[src/rtl/txbuf_pkg.sv]
package txbuf_pkg;

    typedef enum logic [2:0] {
        ST_IDLE = 3'd0,
        ST_PREP = 3'd1,
        ST_FILL = 3'd2,
        ST_HOLD = 3'd3,
        ST_PLAY = 3'd4
    } phase_e;

    // beats per 64-byte unit is 512 / data width; return its log2
    function automatic int unsigned unit_shift(int unsigned data_w);
        return $clog2(512 / data_w);
    endfunction

endpackage

[src/rtl/txbuf_ram.sv]
module txbuf_ram #(
    parameter int DATA_W = 32,
    parameter int ADDR_W = 6
) (
    input  logic              clk,
    input  logic              we,
    input  logic [ADDR_W-1:0] waddr,
    input  logic [DATA_W-1:0] wdata,
    input  logic              re,
    input  logic [ADDR_W-1:0] raddr,
    output logic [DATA_W-1:0] rdata
);
    localparam int WORDS = 1 << ADDR_W;

    logic [DATA_W-1:0] mem_q [WORDS];
    logic [DATA_W-1:0] rdata_q;

    always_ff @(posedge clk) begin
        if (we) mem_q[waddr] <= wdata;
        if (re) rdata_q <= mem_q[raddr];
    end

    assign rdata = rdata_q;
endmodule

[src/rtl/txbuf_bypass_fifo.sv]
module txbuf_bypass_fifo #(
    parameter int WIDTH = 33,
    parameter int AW    = 2
) (
    input  logic             clk,
    input  logic             rst_n,
    input  logic             push,
    input  logic [WIDTH-1:0] din,
    input  logic             pop,
    output logic [WIDTH-1:0] dout,
    output logic             full,
    output logic             empty,
    output logic [AW:0]      level
);
    localparam int SLOTS = 1 << AW;

    typedef struct packed {
        logic [AW-1:0] wp;
        logic [AW-1:0] rp;
        logic [AW:0]   cnt;
    } fifo_st_t;

    fifo_st_t q, d;
    logic [WIDTH-1:0] slot_q [SLOTS];

    always_comb begin
        d = q;
        if (push) d.wp = q.wp + 1'b1;
        if (pop)  d.rp = q.rp + 1'b1;
        if (push && !pop) d.cnt = q.cnt + 1'b1;
        else if (pop && !push) d.cnt = q.cnt - 1'b1;
    end

    always_ff @(posedge clk or negedge rst_n) begin
        if (!rst_n) q <= '0;
        else        q <= d;
    end

    always_ff @(posedge clk) begin
        if (push) slot_q[q.wp] <= din;
    end

    assign dout  = slot_q[q.rp];
    assign full  = (q.cnt == (AW+1)'(SLOTS));
    assign empty = (q.cnt == '0);
    assign level = q.cnt;
endmodule

[src/rtl/txbuf_ctrl.sv]
module txbuf_ctrl
    import txbuf_pkg::*;
#(
    parameter int DATA_W = 32,
    parameter int MEM_AW = 6,
    parameter int LEN_W  = 8
) (
    input  logic              clk,
    input  logic              rst_n,
    input  logic              start,
    input  logic              abort,
    input  logic              cyclic,
    input  logic              sync_en,
    input  logic              sync_in,
    input  logic              clr,
    input  logic [LEN_W-1:0]  len_units,
    input  logic              in_valid,
    input  logic              in_last,
    output logic              in_ready,
    input  logic              out_ready,
    output logic              out_valid,
    output logic              out_last,
    output logic              mem_we,
    output logic [MEM_AW-1:0] mem_waddr,
    output logic              mem_re,
    output logic [MEM_AW-1:0] mem_raddr,
    output logic              ovf,
    output logic              unf,
    output logic [MEM_AW:0]   cap_len
);
    localparam int DEPTH  = 1 << MEM_AW;
    localparam int CNT_W  = MEM_AW + 1;
    localparam int SH     = unit_shift(DATA_W);
    localparam int WIDE_W = LEN_W + SH + 1;

    typedef struct packed {
        phase_e            ph;
        logic [CNT_W-1:0]  lim;
        logic [CNT_W-1:0]  wcnt;
        logic [CNT_W-1:0]  len;
        logic [MEM_AW-1:0] rptr;
        logic              drained;
        logic              ov;
        logic              ol;
        logic              ovf;
        logic              unf;
    } ctrl_st_t;

    ctrl_st_t q, d;

    logic [WIDE_W-1:0] wide_req;
    logic [CNT_W-1:0]  req_lim;
    logic              take;
    logic              room;
    logic              issue;
    logic              at_last;

    assign wide_req = WIDE_W'(len_units) << SH;
    assign req_lim  = ((len_units == '0) || (wide_req >= WIDE_W'(DEPTH)))
                      ? CNT_W'(DEPTH) : CNT_W'(wide_req);
    assign in_ready = (q.ph == ST_FILL);
    assign take     = in_ready && in_valid;
    assign room     = (q.wcnt < q.lim);
    assign at_last  = ({1'b0, q.rptr} == (q.len - 1'b1));
    assign issue    = (q.ph == ST_PLAY) && !q.drained && (!q.ov || out_ready);

    always_comb begin
        d = q;
        if (clr) begin
            d.ovf = 1'b0;
            d.unf = 1'b0;
        end
        unique case (q.ph)
            ST_IDLE: begin
                if (start) d.ph = ST_PREP;
            end
            ST_PREP: begin
                d.lim  = req_lim;
                d.wcnt = '0;
                d.len  = '0;
                d.ph   = ST_FILL;
            end
            ST_FILL: begin
                if (take) begin
                    if (room) d.wcnt = q.wcnt + 1'b1;
                    else      d.ovf  = 1'b1;
                    if (in_last) begin
                        d.len = room ? (q.wcnt + 1'b1) : q.wcnt;
                        d.ph  = ST_HOLD;
                    end
                end
            end
            ST_HOLD: begin
                if (!sync_en || sync_in) begin
                    d.ph      = ST_PLAY;
                    d.rptr    = '0;
                    d.drained = 1'b0;
                end
            end
            ST_PLAY: begin
                if (out_ready && !q.ov) d.unf = 1'b1;
                if (out_ready && q.ov) begin
                    d.ov = 1'b0;
                    if (q.drained) d.ph = ST_IDLE;
                end
                if (issue) begin
                    d.ov = 1'b1;
                    d.ol = at_last;
                    if (at_last) begin
                        d.rptr    = '0;
                        d.drained = !cyclic;
                    end else begin
                        d.rptr = q.rptr + 1'b1;
                    end
                end
            end
            default: d.ph = ST_IDLE;
        endcase
        if (abort) begin
            d.ph      = ST_IDLE;
            d.lim     = '0;
            d.wcnt    = '0;
            d.len     = '0;
            d.rptr    = '0;
            d.drained = 1'b0;
            d.ov      = 1'b0;
            d.ol      = 1'b0;
        end
    end

    always_ff @(posedge clk or negedge rst_n) begin
        if (!rst_n) begin
            q    <= '0;
            q.ph <= ST_IDLE;
        end else begin
            q <= d;
        end
    end

    assign mem_we    = take && room;
    assign mem_waddr = q.wcnt[MEM_AW-1:0];
    assign mem_re    = issue;
    assign mem_raddr = q.rptr;
    assign out_valid = q.ov;
    assign out_last  = q.ov && q.ol;
    assign ovf       = q.ovf;
    assign unf       = q.unf;
    assign cap_len   = q.len;
endmodule

[src/rtl/txbuf_offload.sv]
module txbuf_offload
    import txbuf_pkg::*;
#(
    parameter int DATA_W = 32,
    parameter int MEM_AW = 6,
    parameter int LEN_W  = 8,
    parameter int BYP_AW = 2,
    parameter bit BYP_EN = 1'b1
) (
    input  logic              clk,
    input  logic              rst_n,
    input  logic              cfg_bypass,
    input  logic              cfg_cyclic,
    input  logic              cfg_sync_en,
    input  logic [LEN_W-1:0]  cfg_len_units,
    input  logic              ctl_start,
    input  logic              ctl_abort,
    input  logic              sync_in,
    input  logic              stat_clr,
    input  logic [DATA_W-1:0] s_tdata,
    input  logic              s_tvalid,
    input  logic              s_tlast,
    output logic              s_tready,
    output logic [DATA_W-1:0] m_tdata,
    output logic              m_tvalid,
    output logic              m_tlast,
    input  logic              m_tready,
    output logic              stat_overflow,
    output logic              stat_underflow,
    output logic [MEM_AW:0]   stat_len
);
    localparam int FIFO_W = DATA_W + 1;

    logic              cap_valid, cap_ready;
    logic              rp_ready, rp_valid, rp_last;
    logic              mem_we, mem_re;
    logic [MEM_AW-1:0] mem_waddr, mem_raddr;
    logic [DATA_W-1:0] mem_rdata;
    logic              byp_push, byp_pop, byp_full, byp_empty;
    logic [FIFO_W-1:0] byp_dout;
    logic [BYP_AW:0]   byp_level;

    assign cap_valid = s_tvalid && !cfg_bypass;
    assign rp_ready  = m_tready && !cfg_bypass;

    txbuf_ctrl #(
        .DATA_W (DATA_W),
        .MEM_AW (MEM_AW),
        .LEN_W  (LEN_W)
    ) u_ctrl (
        .clk       (clk),
        .rst_n     (rst_n),
        .start     (ctl_start),
        .abort     (ctl_abort),
        .cyclic    (cfg_cyclic),
        .sync_en   (cfg_sync_en),
        .sync_in   (sync_in),
        .clr       (stat_clr),
        .len_units (cfg_len_units),
        .in_valid  (cap_valid),
        .in_last   (s_tlast),
        .in_ready  (cap_ready),
        .out_ready (rp_ready),
        .out_valid (rp_valid),
        .out_last  (rp_last),
        .mem_we    (mem_we),
        .mem_waddr (mem_waddr),
        .mem_re    (mem_re),
        .mem_raddr (mem_raddr),
        .ovf       (stat_overflow),
        .unf       (stat_underflow),
        .cap_len   (stat_len)
    );

    txbuf_ram #(
        .DATA_W (DATA_W),
        .ADDR_W (MEM_AW)
    ) u_ram (
        .clk   (clk),
        .we    (mem_we),
        .waddr (mem_waddr),
        .wdata (s_tdata),
        .re    (mem_re),
        .raddr (mem_raddr),
        .rdata (mem_rdata)
    );

    generate
        if (BYP_EN) begin : g_byp
            assign byp_push = cfg_bypass && s_tvalid && !byp_full;
            assign byp_pop  = cfg_bypass && m_tready && !byp_empty;
            txbuf_bypass_fifo #(
                .WIDTH (FIFO_W),
                .AW    (BYP_AW)
            ) u_byp (
                .clk   (clk),
                .rst_n (rst_n),
                .push  (byp_push),
                .din   ({s_tlast, s_tdata}),
                .pop   (byp_pop),
                .dout  (byp_dout),
                .full  (byp_full),
                .empty (byp_empty),
                .level (byp_level)
            );
        end else begin : g_nobyp
            assign byp_push  = 1'b0;
            assign byp_pop   = 1'b0;
            assign byp_full  = 1'b1;
            assign byp_empty = 1'b1;
            assign byp_dout  = '0;
            assign byp_level = '0;
        end
    endgenerate

    always_comb begin
        if (cfg_bypass) begin
            s_tready = !byp_full;
            m_tvalid = !byp_empty;
            m_tdata  = byp_dout[DATA_W-1:0];
            m_tlast  = !byp_empty && byp_dout[DATA_W];
        end else begin
            s_tready = cap_ready;
            m_tvalid = rp_valid;
            m_tdata  = mem_rdata;
            m_tlast  = rp_last;
        end
    end
endmodule

[config.mk]
export PLATFORM = sky130hd
export DESIGN_NAME = txbuf_offload
export DESIGN_NICKNAME = d
export VERILOG_FILES = /design/src/rtl/txbuf_pkg.sv /design/src/rtl/txbuf_ram.sv /design/src/rtl/txbuf_bypass_fifo.sv /design/src/rtl/txbuf_ctrl.sv /design/src/rtl/txbuf_offload.sv
export SDC_FILE = /design/constraint.sdc
export NUM_CORES = 2
export LEC_CHECK = 0
export BUFFER_PORTS_ARGS = -buffer_cell sky130_fd_sc_hd__buf_4
export CORE_UTILIZATION = 30
export CTS_CLUSTER_DIAMETER = 50
export DETAILED_ROUTE_END_ITERATION = 8
export PLACE_DENSITY = 0.46
export SYNTH_ARGS = -nofsm -noshare
export SYNTH_HDL_FRONTEND = slang
export SYNTH_SLANG_ARGS = --single-unit
export TNS_END_PERCENT = 20
[constraint.sdc]
create_clock -name clk -period 5 [get_ports clk]
set_input_delay 1.25 -clock clk [delete_from_list [all_inputs] [get_ports clk]]
set_output_delay 1.25 -clock clk [all_outputs]
set_load 0.02 [all_outputs]
Yosys cells after proc, flatten, opt, wreduce, memory -nomap -nowiden
Memories as Yosys holds them, arrays and structs flattened. A register that Yosys moved wholly into a read port is not among the register bits.
Index checks and enable logic that the tools add are counted.
Storage, ports and cells
  register bits after elaboration: 42
  RAM bits: 2180
  input bits: 52
  output and inout bits: 44
  logic and storage cells: 120
  memories: 2
Memories
  u_ram.mem_q: words 64, width 32, read ports 1, clocked after Yosys merged registers in 1, write ports 1, RTL line txbuf_ram.sv:15  | logic [DATA_W-1:0] mem_q [WORDS];
  g_byp.u_byp.slot_q: words 4, width 33, read ports 1, clocked after Yosys merged registers in 0, write ports 1, RTL line txbuf_bypass_fifo.sv:24  | logic [WIDTH-1:0] slot_q [SLOTS];
Cells by class
  add/subtract/negate cells: 7
  magnitude comparators: 2
  equal/unequal tests: 14
  muxes and demuxes: 37
  reductions and logical operators: 45
Operators by type and width (count)
  $mux 7: 5
  $mux 33: 1
  $mux 32: 1
  $pmux 14 s2: 1
  $mux 3: 8
  $logic_and 1x1->1: 16
  $pmux 3 s5: 1
  $mux 1: 14
  $mux 14: 1
  $pmux 7 s2: 1
  $ge 12x7->1 const B: 1
  $ne 3x2->1 const B: 4
  $ne 3x3->1 const B: 4
  $logic_not 1->1: 9
  $mux 9: 1
  $reduce_bool 3->1: 3
  $logic_not 8->1: 1
  $reduce_bool 2->1: 4
  $add 7x1->7 const B: 1
  $eq 6x7->1: 1
  $lt 7x7->1: 1
  $sub 7x1->7 const B: 1
  $add 6x1->6 const B: 1
  $eq 3x2->1 const B: 2
  13 further kinds: 22

Longest topological paths before layout
  depth in word-level cells: 7
  depth in mapped cells: 10
  gate-level depth less buffers: 9

Cells and area by module
Synthesis repeated with hierarchy kept, for this count alone.
Second synthesis, totals
  cell total of the unflattened synthesis: 3802
  area total of the unflattened synthesis: 86564.3 sq um
By module, submodules not included
  txbuf_ram: instances 1, cells each 3324, area each 78835.6 sq um, seq. area each 62459.9 sq um
  txbuf_bypass_fifo: instances 1, cells each 210, area each 5230.0 sq um, seq. area each 4139.0 sq um
  txbuf_ctrl: instances 1, cells each 219, area each 2021.9 sq um, seq. area each 775.7 sq um
  txbuf_offload: instances 1, cells each 49, area each 476.7 sq um, seq. area each 0.0 sq um

Least setup slack after synthesis
OpenSTA, ideal clock, no wires.
  kind: in2reg
  start point: input cfg_bypass
  end point: memory u_ram.mem_q[31][0] (enable)
  library setup time: 0.461 ns
  data arrival time: 4.067 ns
  data required time: 4.539 ns
  setup slack: 0.472 ns
  stages on the path: 3
  buffers on the path: 1
  cells stage by stage: clkbuf_1 or3b_1 nor3_1
On the way
  cells in the longest elaborated chain, start to end: 6
RTL lines
  from (decl): RTL line txbuf_offload.sv:12  | input logic cfg_bypass,
  $logic_not 1->1: RTL line txbuf_offload.sv:43  | assign cap_valid = s_tvalid && !cfg_bypass;
  $logic_and 1x1->1: RTL line txbuf_offload.sv:43
  $logic_and 1x1->1: RTL line txbuf_ctrl.sv:62  | assign take = in_ready && in_valid;
  $logic_and 1x1->1: RTL line txbuf_ctrl.sv:140  | assign mem_we = take && room;
  $mux 1: RTL line txbuf_ram.sv:19  | if (we) mem_q[waddr] <= wdata;
  $mux 1 (implied by the code): RTL line txbuf_ram.sv:19
  to (decl): RTL line txbuf_ram.sv:15
Every way passes these cells.

Worst setup path after layout
  start point: register g_byp.u_byp.q[3] (netlist name)
  end point: output m_tdata[4]
On the way
  cells in the longest elaborated chain, start to end: 2
RTL lines
  from (decl): RTL line txbuf_bypass_fifo.sv:23  | fifo_st_t q, d;
  from (signal assigned): RTL line txbuf_bypass_fifo.sv:35  | if (!rst_n) q <= '0;
  from (signal assigned): RTL line txbuf_bypass_fifo.sv:36  | else q <= d;
  $mem_v2 4x33
  $mux 32: RTL line txbuf_offload.sv:117  | if (cfg_bypass) begin
  to (decl): RTL line txbuf_offload.sv:24  | output logic [DATA_W-1:0] m_tdata,
Every way passes these cells.

==> results.md <==
- Endpoints failing setup: 0
- Hpwl dp: 139,000 um
- DIE AREA: 0.291 mm2
- RSZ-0062 raised after global routing: no
- Post-route ant nets: 0
- Chip height: 539 um
- Worst slew pin tran: 1.14 ns
- Total CTS buffers: 235
- Clock Latency Late Sink: 0.91 ns
- Chip width: 539 um
- Startpoint Class: flip-flop
- Syn_nets: 3,730
- Register area share after synthesis: 77.8%
- Root Buffer Master: clkbuf_16
- # rows: 196
- Number of synthesized register bits: 2,250
- Post-Route WL: 233,000 um
- CP max FO: 20
- CTS tree: done
- Biggest cell delay along the critical path: 0.77 ns
- Final Non-Filler Cells: 7,920
- CTS Buffer Depth: 4
- Synth top area share: 76.7%
- Ys async rst share: 1.69%
- Fin crit period: 4.19 ns
- First-pass GRT wire length: 327,000 um
- Ys Warns: 0
- Clock skew: 0.0879 ns
- First drt pass iteration count: 5
- Ys flop type: edfxtp_1
- Worst path slowest cell: dfrtp_2
- Static leakage: 29.7 nW
- # resized after CTS: 0
- Clk pin slew, worst setup/hold paths: 0.06 ns
- Hold WS: 0.417 ns
- Post-synth cell types: 54
- Final Cycle Share: 83.8%
- Vias per cell: 4.98
- Worst EP arrival: 2.94 ns
- Starting density of the core: 30.3%
- Outcome: finished clean
- Setup Buffers After CTS: 0
- Routed vias: 39,400
- Pins Over Slew Limit: 0
- Met2 wire length: 108,000 um
- Top routing layer used: met4
- Share of layout cells above drive strength 1: 32.3%
- Hold-fix buffers, CTS: 0
- Detailed router's first-iteration violation count: 3,919
- Cell area power density: 400 mW/mm2
- Most common cell in the netlist: edfxtp_1
- # port buffers: 95
- Initial antenna violation count: 34
- Core Region: 0.286 mm2
- DR DRC count: 0
- Synth top area cells: edfxtp_1 (77%), mux4_2 (17%), dfrtp_1 (1.1%)
- Final core utilization: 35.2%
- Vias in the first global route: 40,600
- WP buf/inv: 2
- Worst EP required: 3.75 ns
- WL met3: 12,900 um
- GRT Resource Usage Total: 15.8%
- Worst setup EP type: output port
- Crit Path Category: reg2out
- Finished Cell Area: 0.101 mm2
- Hold Vio Cnt, Final: 0
- Clock sinks: 2,250
- Syn avg cell area: 23.6 um2
- Worst vdd ir: 0.000312 V
- Grt ovf: 0
- Layout area overhead: 16.2%
- Placed Area: 0.0935 mm2
- Fmax: 239 MHz
- HP Class: in2async
- Final net count: 4,024
- Wirelength per Cell: 29.4 um
- H-tree Lvls: 4
- Total negative slack: 0 ns
- Inst Count DP: 7,486
- Cell count after synthesis: 3,667
- Synth top cells by count: edfxtp_1 (2,212), mux4_2 (641), nor2_1 (110)
- Boundary Pins: 96
- Max_slew headroom: 24.1%
- EDFF count, synth: 2,212
- CP top delay family: multiplexers
- Max cap viols: 0
- Largest area contributor in the netlist: edfxtp_1
- Mapped cell area: 0.0866 mm2
- Largest net degree at the start of global routing: 69
- Gpl congestion: 0.768
- Crit-path cells: buf_12, mux4_2, mux2_2, buf_4
- M1 WL: 108,000 um
==> power breakdown <==
| part | switching (mW) | internal, mW | leakage [nW] |
|---|---|---|---|
| logic | 1.46 | 1.15 | 5.82 |
| clock network | 7.29 | 9.28 | 3.48 |
| registers | 0.218 | 20.9 | 20.4 |
| total | 8.97 | 31.3 | 29.7 |
==> registers in the layout (all words and copies together), names as in the netlist, 3 cells and up <==
register and flops:
u_ram.mem_q 2048, g_byp.u_byp.slot_q 132, u_ram.rdata 32, u_ctrl.q 9, u_ctrl.cap_len 7, u_ctrl.mem_raddr 6
u_ctrl.mem_waddr 6, g_byp.u_byp.q 4, g_byp.u_byp.level 3
==> logic make-up after synthesis <==
| group | Yosys count | share of synthesized area, % |
|---|---|---|
| AO/OA/AOI/OAI | 139 | 1.15 |
| XOR/XNOR | 18 | 0.182 |
| adder cells (fa/ha/maj) | 11 | 0.168 |
| buffers and inverters | 220 | 1.23 |
| flip-flops | 2250 | 77.8 |
| multiplexers | 752 | 18.0 |
| AND/OR/NAND/NOR | 277 | 1.50 |
==> per-layer routing <==
metal | global-route usage (%) | up-vias
met5 | 0 | -
met4 | 3.49 | 0
met3 | 2.67 | 251
met2 | 24.5 | 1025
met1 | 23.3 | 21800
li1 | - | 16300
==> stage by stage <==
| step | total power, mW | setup slack (ns) |
|---|---|---|
| 2_1_floorplan | 23.0 | 0.472 |
| 3_3_place_gp | 24.2 | 0.769 |
| 3_5_place_dp | 24.2 | 0.779 |
| 4_1_cts | 40.8 | 0.677 |
| 5_1_grt | 41.6 | 0.647 |
| 6_report | 40.3 | 0.808 |
==> final timing paths <==
kind,from,end,slack [ns],depth (start not counted)
max,g_byp.u_byp.q[3],m_tdata[4],0.81,4
min,rst_n,u_ctrl.unf,0.42,1
max reg2reg,u_ctrl.mem_raddr[0],u_ram.rdata[16],1.02,7
min reg2reg,g_byp.u_byp.level[2],g_byp.u_byp.level[2],0.50,1
max in group asynchronous,rst_n,u_ctrl.mem_raddr[5],4.05,1
min in group clk,g_byp.u_byp.level[2],g_byp.u_byp.level[2],0.50,1
==> cell type report <==
| cell class | instances | area, um2 |
|---|---|---|
| multi-input cells | 1197 | 18700 |
| inverters | 14 | 52.6 |
| clock inverters | 117 | 910 |
| clock buffers | 297 | 6230 |
| flip-flops and latches | 2250 | 67400 |
| diodes | 20 | 50.0 |
| repair buffers | 263 | 2630 |
| well taps | 3762 | 4710 |
| fillers | 26200 | 186000 |
==> layout by cell type (no fill, tap or decap), types with 8 or more instances in the layout <==
| cell type | count |
|---|---|
| inv_1 | 14 |
| nor2b_1 | 25 |
| clkinv_2 | 36 |
| o21ai_0 | 24 |
| nor2_4 | 63 |
| nand2_1 | 54 |
| mux2i_1 | 77 |
| xnor2_1 | 13 |
| ha_1 | 10 |
| a32oi_1 | 21 |
| buf_4 | 211 |
| a211oi_1 | 22 |
| diode_2 | 20 |
| mux4_2 | 641 |
| nor3_1 | 11 |
| clkbuf_16 | 238 |
| bufinv_16 | 10 |
| a22oi_1 | 24 |
| nand3_1 | 32 |
| nand2b_1 | 12 |
| buf_12 | 52 |
| a21oi_1 | 19 |
| nor2_1 | 47 |
| dfrtp_1 | 30 |
| edfxtp_1 | 2212 |
| clkinv_1 | 47 |
| clkbuf_1 | 54 |
| clkinvlp_4 | 8 |
| mux2_2 | 34 |
Power figures use the tool's default switching activity.
